### src/rtl/extbus_pkg.sv
package extbus_pkg;

  // phase counter width and machine-cycle geometry (oscillator clocks)
  localparam int PH_W = 4;
  localparam logic [PH_W-1:0] CYC_LEN  = 4'd12;
  localparam logic [PH_W-1:0] HALF_LEN = 4'd6;
  localparam logic [PH_W-1:0] CYC_LAST  = CYC_LEN - 4'd1;
  localparam logic [PH_W-1:0] HALF_LAST = HALF_LEN - 4'd1;

  // latch strobe width; everything else is placed relative to its fall
  localparam logic [PH_W-1:0] ALE_W      = 4'd2;
  localparam logic [PH_W-1:0] ADR_FIRST  = ALE_W - 4'd1;   // one before fall
  localparam logic [PH_W-1:0] ADR_LAST   = ALE_W;          // one after fall
  localparam logic [PH_W-1:0] PSEN_FIRST = ALE_W + 4'd1;
  localparam logic [PH_W-1:0] PSEN_LAST  = HALF_LAST;
  localparam logic [PH_W-1:0] STB_FIRST  = ALE_W + 4'd3;
  localparam logic [PH_W-1:0] STB_LAST   = STB_FIRST + 4'd5; // six clocks
  localparam logic [PH_W-1:0] WDAT_FIRST = ADR_LAST + 4'd1;
  localparam logic [PH_W-1:0] WDAT_LAST  = STB_LAST + 4'd1;

  typedef enum logic {KIND_FETCH = 1'b0, KIND_DATA = 1'b1} cycKind_t;

  // control -> datapath strobe bundle
  typedef struct packed {
    logic ale;
    logic psenN;
    logic rdN;
    logic wrN;
    logic latchHalf;   // sample fetch inputs this clock
    logic latchCycle;  // sample data request inputs this clock
    logic dataCycle;   // current machine cycle is a data cycle
    logic driveAddr;   // low address on the shared bus
    logic driveWdata;  // write byte on the shared bus
  } busStrobes_t;

endpackage

### src/rtl/extbus_timebase.sv
module extbus_timebase
  import extbus_pkg::*;
(
  input  logic            clk,
  input  logic            rst,
  output logic [PH_W-1:0] phase,
  output logic            halfEnd,
  output logic            cycleEnd
);

  logic [PH_W-1:0] phaseQ;

  // reset parks on the last clock so the first clock after reset is phase 0
  always_ff @(posedge clk) begin
    if (rst) begin
      phaseQ <= CYC_LAST;
    end else if (phaseQ == CYC_LAST) begin
      phaseQ <= '0;
    end else begin
      phaseQ <= phaseQ + 4'd1;
    end
  end

  assign phase    = phaseQ;
  assign cycleEnd = (phaseQ == CYC_LAST);
  assign halfEnd  = (phaseQ == CYC_LAST) || (phaseQ == HALF_LAST);

endmodule

### src/rtl/extbus_ctrl.sv
module extbus_ctrl
  import extbus_pkg::*;
(
  input  logic            clk,
  input  logic            rst,
  input  logic [PH_W-1:0] phase,
  input  logic            halfEnd,
  input  logic            cycleEnd,
  input  logic            fetchEn,
  input  logic            dataReq,
  input  logic            dataWrite,
  output busStrobes_t     strobes
);

  cycKind_t        kindQ;
  logic            writeQ;
  logic            fetchOnQ;
  logic [PH_W-1:0] pos;
  logic            inAdr;
  logic            inStb;
  logic            inWdat;

  always_ff @(posedge clk) begin
    if (rst) begin
      kindQ    <= KIND_FETCH;
      writeQ   <= 1'b0;
      fetchOnQ <= 1'b0;
    end else begin
      if (cycleEnd) begin
        kindQ  <= dataReq ? KIND_DATA : KIND_FETCH;
        writeQ <= dataWrite;
      end
      if (halfEnd) begin
        fetchOnQ <= fetchEn;
      end
    end
  end

  // position inside the current half
  always_comb begin
    if (phase >= HALF_LEN) pos = phase - HALF_LEN;
    else                   pos = phase;
  end

  always_comb begin
    inAdr  = (pos >= ADR_FIRST) && (pos <= ADR_LAST) && (phase < HALF_LEN || kindQ == KIND_FETCH);
    inStb  = (phase >= STB_FIRST) && (phase <= STB_LAST);
    inWdat = (phase >= WDAT_FIRST) && (phase <= WDAT_LAST);
  end

  always_comb begin
    strobes            = '0;
    strobes.latchHalf  = halfEnd;
    strobes.latchCycle = cycleEnd;
    strobes.dataCycle  = (kindQ == KIND_DATA);
    strobes.psenN      = 1'b1;
    strobes.rdN        = 1'b1;
    strobes.wrN        = 1'b1;
    strobes.driveAddr  = inAdr;
    if (kindQ == KIND_FETCH) begin
      strobes.ale   = (pos < ALE_W);
      strobes.psenN = !(fetchOnQ && (pos >= PSEN_FIRST) && (pos <= PSEN_LAST));
    end else begin
      strobes.ale        = (phase < ALE_W);
      strobes.rdN        = !(inStb && !writeQ);
      strobes.wrN        = !(inStb && writeQ);
      strobes.driveWdata = inWdat && writeQ;
    end
  end

endmodule

### src/rtl/extbus_datapath.sv
module extbus_datapath
  import extbus_pkg::*;
#(
  parameter int ADDR_W    = 16,
  parameter int DATA_W    = 8,
  parameter int KEEP_BITS = 12
)(
  input  logic                     clk,
  input  logic                     rst,
  input  busStrobes_t              strobes,
  input  logic [ADDR_W-1:0]        fetchAddr,
  input  logic [ADDR_W-1:0]        dataAddr,
  input  logic                     dataWide,
  input  logic [DATA_W-1:0]        wrData,
  input  logic [ADDR_W-DATA_W-1:0] portReg,
  input  logic                     limitTo4k,
  output logic [DATA_W-1:0]        busLoOut,
  output logic                     busLoOe,
  output logic [ADDR_W-DATA_W-1:0] busHi
);

  localparam int HI_W = ADDR_W - DATA_W;

  logic [ADDR_W-1:0] fAddrQ;
  logic [ADDR_W-1:0] dAddrQ;
  logic [DATA_W-1:0] wDataQ;
  logic [HI_W-1:0]   portQ;
  logic              wideQ;
  logic [HI_W-1:0]   hiAddr;
  logic [HI_W-1:0]   hiLimited;

  always_ff @(posedge clk) begin
    if (rst) begin
      fAddrQ <= '0;
      dAddrQ <= '0;
      wDataQ <= '0;
      portQ  <= '0;
      wideQ  <= 1'b0;
    end else begin
      if (strobes.latchHalf) begin
        fAddrQ <= fetchAddr;
      end
      if (strobes.latchCycle) begin
        dAddrQ <= dataAddr;
        wDataQ <= wrData;
        portQ  <= portReg;
        wideQ  <= dataWide;
      end
    end
  end

  assign hiAddr = strobes.dataCycle ? dAddrQ[ADDR_W-1:DATA_W] : fAddrQ[ADDR_W-1:DATA_W];

  // per-bit clearing of address bits at or above the kept range
  for (genvar gi = 0; gi < HI_W; gi++) begin : g_limit
    if (gi + DATA_W >= KEEP_BITS) begin : g_clr
      assign hiLimited[gi] = hiAddr[gi] & ~limitTo4k;
    end else begin : g_keep
      assign hiLimited[gi] = hiAddr[gi];
    end
  end

  always_comb begin
    if (strobes.dataCycle && !wideQ) busHi = portQ;
    else                             busHi = hiLimited;
  end

  always_comb begin
    if (strobes.driveWdata)     busLoOut = wDataQ;
    else if (strobes.dataCycle) busLoOut = dAddrQ[DATA_W-1:0];
    else                        busLoOut = fAddrQ[DATA_W-1:0];
  end

  assign busLoOe = strobes.driveAddr | strobes.driveWdata;

endmodule

### src/rtl/extbus_sequencer.sv
module extbus_sequencer
  import extbus_pkg::*;
#(
  parameter int ADDR_W    = 16,
  parameter int DATA_W    = 8,
  parameter int KEEP_BITS = 12
)(
  input  logic                     clk,
  input  logic                     rst,
  input  logic                     fetchEn,
  input  logic [ADDR_W-1:0]        fetchAddr,
  input  logic                     dataReq,
  input  logic                     dataWrite,
  input  logic                     dataWide,
  input  logic [ADDR_W-1:0]        dataAddr,
  input  logic [DATA_W-1:0]        wrData,
  input  logic [ADDR_W-DATA_W-1:0] portReg,
  input  logic                     limitTo4k,
  output logic                     ale,
  output logic                     psenN,
  output logic                     rdN,
  output logic                     wrN,
  output logic [DATA_W-1:0]        busLoOut,
  output logic                     busLoOe,
  output logic [ADDR_W-DATA_W-1:0] busHi
);

  logic [PH_W-1:0] phase;
  logic            halfEnd;
  logic            cycleEnd;
  busStrobes_t     strobes;

  extbus_timebase u_timebase (
    .clk      (clk),
    .rst      (rst),
    .phase    (phase),
    .halfEnd  (halfEnd),
    .cycleEnd (cycleEnd)
  );

  extbus_ctrl u_ctrl (
    .clk       (clk),
    .rst       (rst),
    .phase     (phase),
    .halfEnd   (halfEnd),
    .cycleEnd  (cycleEnd),
    .fetchEn   (fetchEn),
    .dataReq   (dataReq),
    .dataWrite (dataWrite),
    .strobes   (strobes)
  );

  extbus_datapath #(
    .ADDR_W    (ADDR_W),
    .DATA_W    (DATA_W),
    .KEEP_BITS (KEEP_BITS)
  ) u_datapath (
    .clk       (clk),
    .rst       (rst),
    .strobes   (strobes),
    .fetchAddr (fetchAddr),
    .dataAddr  (dataAddr),
    .dataWide  (dataWide),
    .wrData    (wrData),
    .portReg   (portReg),
    .limitTo4k (limitTo4k),
    .busLoOut  (busLoOut),
    .busLoOe   (busLoOe),
    .busHi     (busHi)
  );

  assign ale   = strobes.ale;
  assign psenN = strobes.psenN;
  assign rdN   = strobes.rdN;
  assign wrN   = strobes.wrN;

endmodule

### config.mk
export PLATFORM = sky130hd
export DESIGN_NAME = extbus_sequencer
export DESIGN_NICKNAME = d
export VERILOG_FILES = /design/src/rtl/extbus_pkg.sv /design/src/rtl/extbus_timebase.sv /design/src/rtl/extbus_ctrl.sv /design/src/rtl/extbus_datapath.sv /design/src/rtl/extbus_sequencer.sv
export SDC_FILE = /design/constraint.sdc
export NUM_CORES = 1
export LEC_CHECK = 0
export ABC_AREA = 1
export BUFFER_PORTS_ARGS = -buffer_cell sky130_fd_sc_hd__buf_2
export CAP_MARGIN = 20
export CORE_AREA = 3 3 76 85
export DETAILED_ROUTE_END_ITERATION = 8
export DIE_AREA = 0 0 79 88
export PLACE_DENSITY = 0.78
export SLEW_MARGIN = 20
export SYNTH_ARGS = -nofsm -noshare
export SYNTH_HDL_FRONTEND = slang
export SYNTH_SLANG_ARGS = --single-unit
export TNS_END_PERCENT = 1
### constraint.sdc
create_clock -name clk -period 1.4 [get_ports clk]
set_clock_uncertainty 0.15 [all_clocks]
set_input_delay 0.07 -clock clk [delete_from_list [all_inputs] [get_ports clk]]
set_output_delay 0.07 -clock clk [all_outputs]
set_load 0.05 [all_outputs]
[After elaboration in Yosys (flattened, before gate mapping)]
Cells that the tools add are included.
Word-level totals
  register bits after elaboration: 56
  input bits: 55
  output and inout port bits: 21
  word-level logic and storage cells: 62
Operators by class
  add/sub/neg operators: 2
  order comparisons: 12
  equality and inequality tests: 2
  multiplexer cells: 11
  bitwise operators: 7
  reductions and logical operators: 18
Operators with widths (count)
  $mux 8: 4
  $logic_and 1x1->1: 10
  $ge 4x2->1 const B: 2
  $ge 4x3->1 const B: 2
  $le 4x4->1 const B: 2
  $lt 4x2->1 const B: 2
  $mux 4: 2
  $logic_not 1->1: 5
  $add 4x1->4 const B: 1
  $and 1x1->1: 4
  $eq 4x3->1 const B: 1
  $eq 4x4->1 const B: 1
  $ge 4x1->1 const B: 1
  $le 4x2->1 const B: 1
  $le 4x3->1 const B: 1
  $lt 4x3->1 const B: 1
  $mux 1: 4
  $sub 4x3->4 const B: 1
  $logic_or 1x1->1: 2
  $mux 2: 1
  $not 1->1: 2
  $reduce_or 2->1: 1
  $or 1x1->1: 1

[Depth between registers and ports, before layout]
Gate-level depths: netlist of run 1.
  depth in word-level cells: 7
  depth in mapped cells: 9
  mapped depth without buffers: 9

[By module]
From an unflattened synthesis of run 1, not the netlist that was laid out.
Unflattened totals
  cells, all modules: 401
  area total of the unflattened synthesis: 2760.1 um^2
Modules (own cells, without submodules)
  extbus_datapath: times used 1, cells an instance 311, area each 2142.1 um^2, sequential area each 980.9 um^2
  extbus_ctrl: times used 1, cells an instance 64, area each 419.2 um^2, sequential area each 60.1 um^2
  extbus_timebase: times used 1, cells an instance 26, area each 198.9 um^2, sequential area each 80.1 um^2

[Least setup slack after synthesis of run 1]
OpenSTA, ideal clock, no wires.
  path type: register -> output
  start: reg u_ctrl.kindQ
  end: out busHi[5]
  arrival time: 2.003 ns
  required time: 1.180 ns
  slack: -0.823 ns
  stages on the path, launching flop included: 5
  path buffers: 0
  cells stage by stage: dfxtp_1 > inv_2 > nor2_1 > or2_1 > o32ai_1
Between the ends
  word-level cells in the longest chain between the ends: 3
  elaborated cells between the ends (all ways): 4
  those cells by class: mux (2); bitwise (1); reduce/logical (1)
Ends and longest elaborated chain
  from (decl): line extbus_ctrl.sv:15  | cycKind_t kindQ;
  from (signal assigned): line extbus_ctrl.sv:30  | kindQ <= dataReq ? KIND_DATA : KIND_FETCH;
  $mux 8: line extbus_datapath.sv:52  | assign hiAddr = strobes.dataCycle ? dAddrQ[ADDR_W-1:DATA_W] : fAddrQ[ADDR_W-1:DATA_W];
  $and 1x1->1: line extbus_datapath.sv:57  | assign hiLimited[gi] = hiAddr[gi] & ~limitTo4k;
  $mux 8 (*): line extbus_datapath.sv:64  | if (strobes.dataCycle && !wideQ) busHi = portQ;
  to (decl): line extbus_sequencer.sv:25  | output logic [ADDR_W-DATA_W-1:0] busHi
Every way passes the cells marked *; elsewhere a longest branch is shown, timed or not.

[Worst setup path in the final report of run 1]
  start: reg u_timebase.phaseQ[1] (netlist: u_timebase.phase[1])
  end: out busLoOut[5]
Between the ends
  word-level cells in the longest chain between the ends: 5
  elaborated cells between the ends (all ways): 6
  those cells by class: order compare (2); mux (2); reduce/logical (2)
Ends and longest elaborated chain
  from (decl): line extbus_timebase.sv:11  | logic [PH_W-1:0] phaseQ;
  from (signal assigned): line extbus_timebase.sv:20  | phaseQ <= phaseQ + 4'd1;
  $ge 4x2->1 / $le 4x4->1 (equally long branches): line extbus_ctrl.sv:48  | inWdat = (phase >= WDAT_FIRST) && (phase <= WDAT_LAST);
  $logic_and 1x1->1 (*): line extbus_ctrl.sv:48
  $logic_and 1x1->1 (*): line extbus_ctrl.sv:67  | strobes.driveWdata = inWdat && writeQ;
  $mux 1 (*): line extbus_ctrl.sv:60  | if (kindQ == KIND_FETCH) begin
  $mux 8 (*): line extbus_datapath.sv:69  | if (strobes.driveWdata) busLoOut = wDataQ;
  to (decl): line extbus_sequencer.sv:23  | output logic [DATA_W-1:0] busLoOut,
Marked as above.

==> run_results.csv, run 1 <==
group,metric,value,unit
sta,fin_crit,1.96,ns
worst_setup_path,cp_slowest_cell,"dfxtp_4",
worst_setup_path,arrival,1.74,ns
worst_setup_path,crit_family,"flip-flops",
cells_and_area,area_growth,64.5,%
floorplan,die_h,88,um
global_route,track_usage,23.5,%
cells_and_area,post-route-cell-area,4360,um2
global_route,first_global_vias,2969,
clock_network,cts_buffer_depth,2,
sta,fmax,0.511,GHz
worst_setup_path,critical_path_required,1.18,ns
worst_setup_path,cp_num_buf_inv,3,
clock_network,cts_buffers,5,
clock_network,cts_tree,"yes",
cells_and_area,final_nets,555,
route,firstDrtPassIters,4,
global_route,grt_antenna_before_repair,0,
cells_and_area,drive_above_1_share,37.9,%
clock_network,post_cts_buffers,0,
sta,post-route-period-util,140,%
route,vias_per_cell,5.18,
placement,gp_congestion,0.923,
floorplan,core_region_area,5730,um2
sta,hold_viol,0,
logic_synthesis,netlist_instances,344,
global_route,grt_pass1_wl,13100,um
logic_synthesis,yosysUniqueCellTypes,33,
clock_network,htreeDepth,2,
sta,setup_viol,74,
clock_network,cts_root_buf,"clkbuf_8",
clock_network,clock_latency,0.30,ns
pwr,p_leak,0.00184,uW
floorplan,io-pin-count,76,
flow_run,cap_viol_max_count,0,
route,wire_per_inst,14.7,um
route,detail_route.iter0.violations,138,
worst_setup_path,critical-path-max-stage-delay,0.40,ns
placement,dpl_cell_area,3410,um2
worst_setup_path,end_kind,"output port",
cells_and_area,postLayoutCoreUtil,76.1,%
placement,portBuffers,75,
route,dr_total_vias,2967,
sta,maxSlewViolCount,0,
logic_synthesis,syn_nets,404,
floorplan,initial_utilization,46.2,%
sta,tightest_slew,0.308,ns
logic_synthesis,synth-seq-cells,56,
pwr,cellPowerDensity,1460,nW/um2
sta,fin_tns_setup,-15.55,ns
min_path,min_path_type,"reg -> reg",
worst_setup_path,crit_type,"reg -> out",
worst_setup_path,setup.worst_path.start_class,"flop",
outcome,violations,"negative setup slack",
logic_synthesis,ys.warnings.count,0,
sta,slew_headroom,79.4,%
logic_synthesis,ys_seq_area_share,42.3,%
sta,rsz0062_at_grt,"true",
global_route,grt_overflow_total,0,
floorplan,dieArea,6950,um2
logic_synthesis,syn_area_per_cell,7.70,um2
floorplan,rows,29,
cells_and_area,diodes,0,
global_route,grt_max_degree,45,
route,ant_nets,0,
placement,dp_hpwl,4960,um
worst_setup_path,cp_max_fo,6,
cells_and_area,fin_cells,573,
placement,place_ws,-0.366,ns
route,wirelength,8430,um
worst_setup_path,crit_chain,"ha_4 > inv_2 > a21oi_4 > nand3_4 > buf_12 > o211ai_1 > o21ai_4 > buf_6",
placement,dp.cells,511,
clock_network,clock_sinks,56,
outcome,status,"finished with violations",
sta,setup_ws,-0.556,ns
route,drc,0,
logic_synthesis,syn_area,2650,um2
clock_network,clk_pin_slew,0.10,ns
floorplan,die_w,79,um
pwr,ir_drop,959,uV
## cell usage after synthesis (all sizes together)
cell type | count | area [um2]
o21ai | 61 | 335
dfxtp | 56 | 1120
nand2 | 49 | 199
nor2 | 42 | 163
inv | 39 | 151
a21oi | 36 | 188
o211ai | 13 | 103
buf | 12 | 119
nand3 | 11 | 72.6
clkbuf | 7 | 46.3
ha | 5 | 62.6
o22ai | 3 | 18.8
a31oi | 2 | 12.5
nand4 | 2 | 12.5
or2 | 2 | 12.5
a211oi | 1 | 7.51
mux2i | 1 | 10.0
o31ai | 1 | 7.51
o32ai | 1 | 8.76
## cells in the final DEF (no fill, tap or decap), types with 3 or more instances in the layout
cell type,netlist,routed
a21oi_2,2,4
o21ai_2,8,17
inv_6,0,3
dlygate4sd3_1,0,53
buf_2,2,54
buf_4,1,27
o21ai_4,0,8
nand3_2,1,4
nor2_1,40,38
a21oi_1,34,31
clkbuf_8,2,5
dfxtp_1,56,52
nand3_1,9,6
inv_2,2,3
o211ai_1,12,12
o22ai_2,0,3
buf_12,0,5
inv_1,35,31
dfxtp_4,0,4
buf_6,9,22
o21ai_1,25,31
nand2_1,47,41
o21ai_0,28,5
nand2_2,0,6
## flip-flops by register name, summed over array words and instances, names as in the netlist
name	flops
u_datapath.dAddrQ	16
u_datapath.portQ	8
u_datapath.wDataQ	8
u_datapath.fAddrQ	16
u_ctrl.fetchOnQ	1
u_ctrl.kindQ	1
u_datapath.wideQ	1
u_ctrl.writeQ	1
u_timebase.phase	4
## per-stage QoR
stage	power [uW]	hold slack [ns]
3_3_place_gp	4810	0.141
6_report	6360	0.308
2_1_floorplan	4160	0.0549
5_1_grt	6700	0.334
3_5_place_dp	4870	0.146
4_1_cts	6150	0.311
## power by group
part / switching, uW / total, uW / internal, uW / leakage [uW]
Clock: 517 / 867 / 350 / 0.0000479
Combinational: 2020 / 3380 / 1360 / 0.00133
Sequential: 187 / 2120 / 1930 / 0.000464
Total: 2720 / 6360 / 3640 / 0.00184
## per-layer routing
metal / routed length, um / part of all wire, % / up-vias / track usage (%)
met5: 0 / 0 / - / 0
met4: 221 / 2.6 / 0 / 10.5
met3: 419 / 5.0 / 20 / 4.22
met2: 4350 / 52 / 103 / 41.3
met1: 3440 / 41 / 1395 / 28.1
li1: - / - / 1449 / -
## worst min-delay path, stage by stage, from the launching register on
cell and delay [ns]:
dfxtp_1 0.31, inv_1 0.06, a21oi_1 0.05
## cells by family after synthesis
logic type / synth area share, %
AOI/OAI and AO/OA: 25.7
muxes: 0.378
DFF: 42.3
and+or+nand+nor: 17.3
adders and majority gates: 2.36
buffers and inverters: 11.9
## final timing paths
check,startpoint,end,slack [ns],cells past startpoint
setup reg to reg,u_timebase.phase[1],u_datapath.wDataQ[5],-0.27,8
hold reg to reg,u_datapath.dAddrQ[7],u_datapath.dAddrQ[7],0.31,2
hold / removal,u_datapath.dAddrQ[7],u_datapath.dAddrQ[7],0.31,2
setup / recovery,u_timebase.phase[1],busLoOut[5],-0.56,8
## repair_timing
action,4_1_cts,5_1_grt
endpoints found under the setup margin,74,74
hold buffers,53,0
cloned,0,1
gates resized for setup,73,46
hold endpoints to repair,53,0
pin swaps,8,5
## final cells by class
class / count / area, um2
fill: 403 / 1370
sequential: 56 / 1140
clock inverter: 3 / 18.8
clock buffer: 5 / 68.8
timing repair buffer: 163 / 1390
multi-input combinational: 230 / 1470
inverter: 39 / 176
tap: 77 / 96.3
(Power assumes the default switching activity.)
==> run 2, diff against run 1 <==
- PLACE_DENSITY: 0.78 -> 0.86
- SKIP_CTS_REPAIR_TIMING: unset -> 1
==> run_results.csv, run 2 (same netlist as run 1, synthesis figures left out) <==
group,metric,value,unit
pwr,power_frac_seq,33.4,%
route,ant_nets,0,
cells_and_area,area_growth,63.0,%
route,wire_per_inst,16.8,um
flow_run,cap_viol_max_count,0,
route,detail_route.iter0.violations,249,
floorplan,die_w,79,um
cells_and_area,diodes,0,
floorplan,rows,29,
clock_network,cts_buffer_depth,2,
outcome,status,"finished with violations",
placement,gp_congestion,0.839,
pwr,p_leak,0.00182,uW
sta,fmax,0.471,GHz
pwr,comb_power_share,52.7,%
placement,portBuffers,75,
pwr,pwr-share-clk,13.9,%
cells_and_area,fin_cells,574,
worst_setup_path,setup.worst_path.start_class,"flop",
clock_network,clk_pin_slew,0.09,ns
worst_setup_path,end_kind,"output port",
cells_and_area,drive_above_1_share,36.2,%
floorplan,dieArea,6950,um2
clock_network,clock_sinks,56,
sta,maxSlewViolCount,0,
worst_setup_path,crit_chain,"ha_4 > inv_4 > a21oi_4 > nand3_4 > buf_12 > o211ai_1 > o21ai_4 > buf_6",
sta,slew_headroom,63.7,%
cells_and_area,final_cell_mix,"buf_2 (55), dlygate4sd3_1 (54), dfxtp_1 (51), nand2_1 (43), nor2_1 (37)",
worst_setup_path,critical-path-max-stage-delay,0.39,ns
route,dr_total_vias,3081,
worst_setup_path,cp_max_fo,6,
pwr,total_power,6400,uW
route,wirelength,9640,um
global_route,track_usage,20.1,%
outcome,violations,"negative setup slack",
placement,dp.cells,509,
sta,setup_ws,-0.721,ns
pwr,p_sw,2820,uW
cells_and_area,postLayoutCoreUtil,75.3,%
global_route,grt_overflow_total,0,
pwr,swShare,44.0,%
cells_and_area,top_regs,"u_datapath.dAddrQ: 16 flops, u_datapath.fAddrQ: 16 flops",
floorplan,die_h,88,um
route,vias_per_cell,5.37,
global_route,grt_antenna_before_repair,0,
route,drc,0,
sta,hold_viol,0,
floorplan,core_region_area,5730,um2
worst_setup_path,crit_family,"compound AO/OA/AOI/OAI gates",
sta,fin_crit,2.12,ns
pwr,internal_power,3580,uW
clock_network,htreeDepth,2,
global_route,first_global_vias,2427,
min_path,min_path_type,"in -> reg",
cells_and_area,final_common_cell,"buf_2",
floorplan,io-pin-count,76,
worst_setup_path,critical_path_required,1.18,ns
floorplan,initial_utilization,46.2,%
worst_setup_path,cp_num_buf_inv,3,
sta,rsz0062_at_grt,"true",
cells_and_area,fillCellCount,395,
clock_network,cts_buffers,5,
sta,tightest_slew,0.542,ns
pwr,ir_drop,898,uV
cells_and_area,final_nets,556,
worst_setup_path,arrival,1.90,ns
sta,post-route-period-util,152,%
sta,setup_viol,74,
route,firstDrtPassIters,5,
pwr,cellPowerDensity,1480,nW/um2
clock_network,clock_latency,0.31,ns
worst_setup_path,crit_type,"reg -> out",
clock_network,cts_root_buf,"clkbuf_8",
global_route,grt_max_degree,29,
global_route,grt_pass1_wl,11100,um
worst_setup_path,cp_slowest_cell,"dfxtp_4",
clock_network,cts_tree,"yes",
placement,dp_hpwl,5170,um
run 2: cell types whose count changed in the layout (fill, tap and decap cells not counted), sizes merged:
| cell | change |
|---|---|
| clkinv | -4 |
| clkbuf | +3 |
| inv | +2 |
| dlygate4sd3 | +1 |
| buf | -1 |
run 2: stage by stage:
step	setup WS (ns)	TNS, ns	hold WS [ns]	cell area [um2]
floorplan	-0.247	-5.42	0.0549	2780
global placement	-0.355	-13.05	0.147	3370
detailed placement	-0.415	-16.51	0.153	3370
CTS	-0.767	-24.91	-0.186	3450
global route	-0.745	-29.38	0.175	4320
finish	-0.721	-24.21	0.130	4320
run 2: worst paths after layout:
path	startpoint	to	slack [ns]	cells after the start
setup reg to reg	u_timebase.phase[1]	u_datapath.fAddrQ[14]	-0.37	10
hold reg to reg	u_datapath.portQ[0]	u_datapath.portQ[0]	0.31	2
setup / recovery	u_timebase.phase[1]	busLoOut[1]	-0.72	8
hold / removal	rst	u_timebase.phase[0]	0.13	4
run 2: area by class of cell:
cell class                 count  area, um2  share of cell area (%)
sequential                    56       1140                    26.3
tap                           77       96.3                    2.23
multi-input combinational    230       1470                    34.1
inverter                      39        171                    3.97
timing repair buffer         164       1360                    31.4
clock inverter                 1       8.76                   0.203
clock buffer                   7       76.3                    1.77
run 2: power by group through the flow:
stage | clock network, uW | registers [uW] | logic (uW)
global placement | 0 | 2110 | 2630
global route | 952 | 2160 | 3570
detailed placement | 0 | 2120 | 2690
finish | 892 | 2130 | 3370
CTS | 920 | 2090 | 2700
floorplan | 0 | 2090 | 2080
run 2: worst min-delay path: stages:
cell and delay (ns):
buf_2 0.13, inv_1 0.06, buf_4 0.20, o21ai_1 0.09
run 2: metal layers:
layer	up-vias	track usage (%)	share of wire, %
met5	-	0	0
met4	0	7.03	5.1
met3	45	3.60	6.8
met2	180	35.1	52
met1	1412	24.8	36
li1	1444	-	-
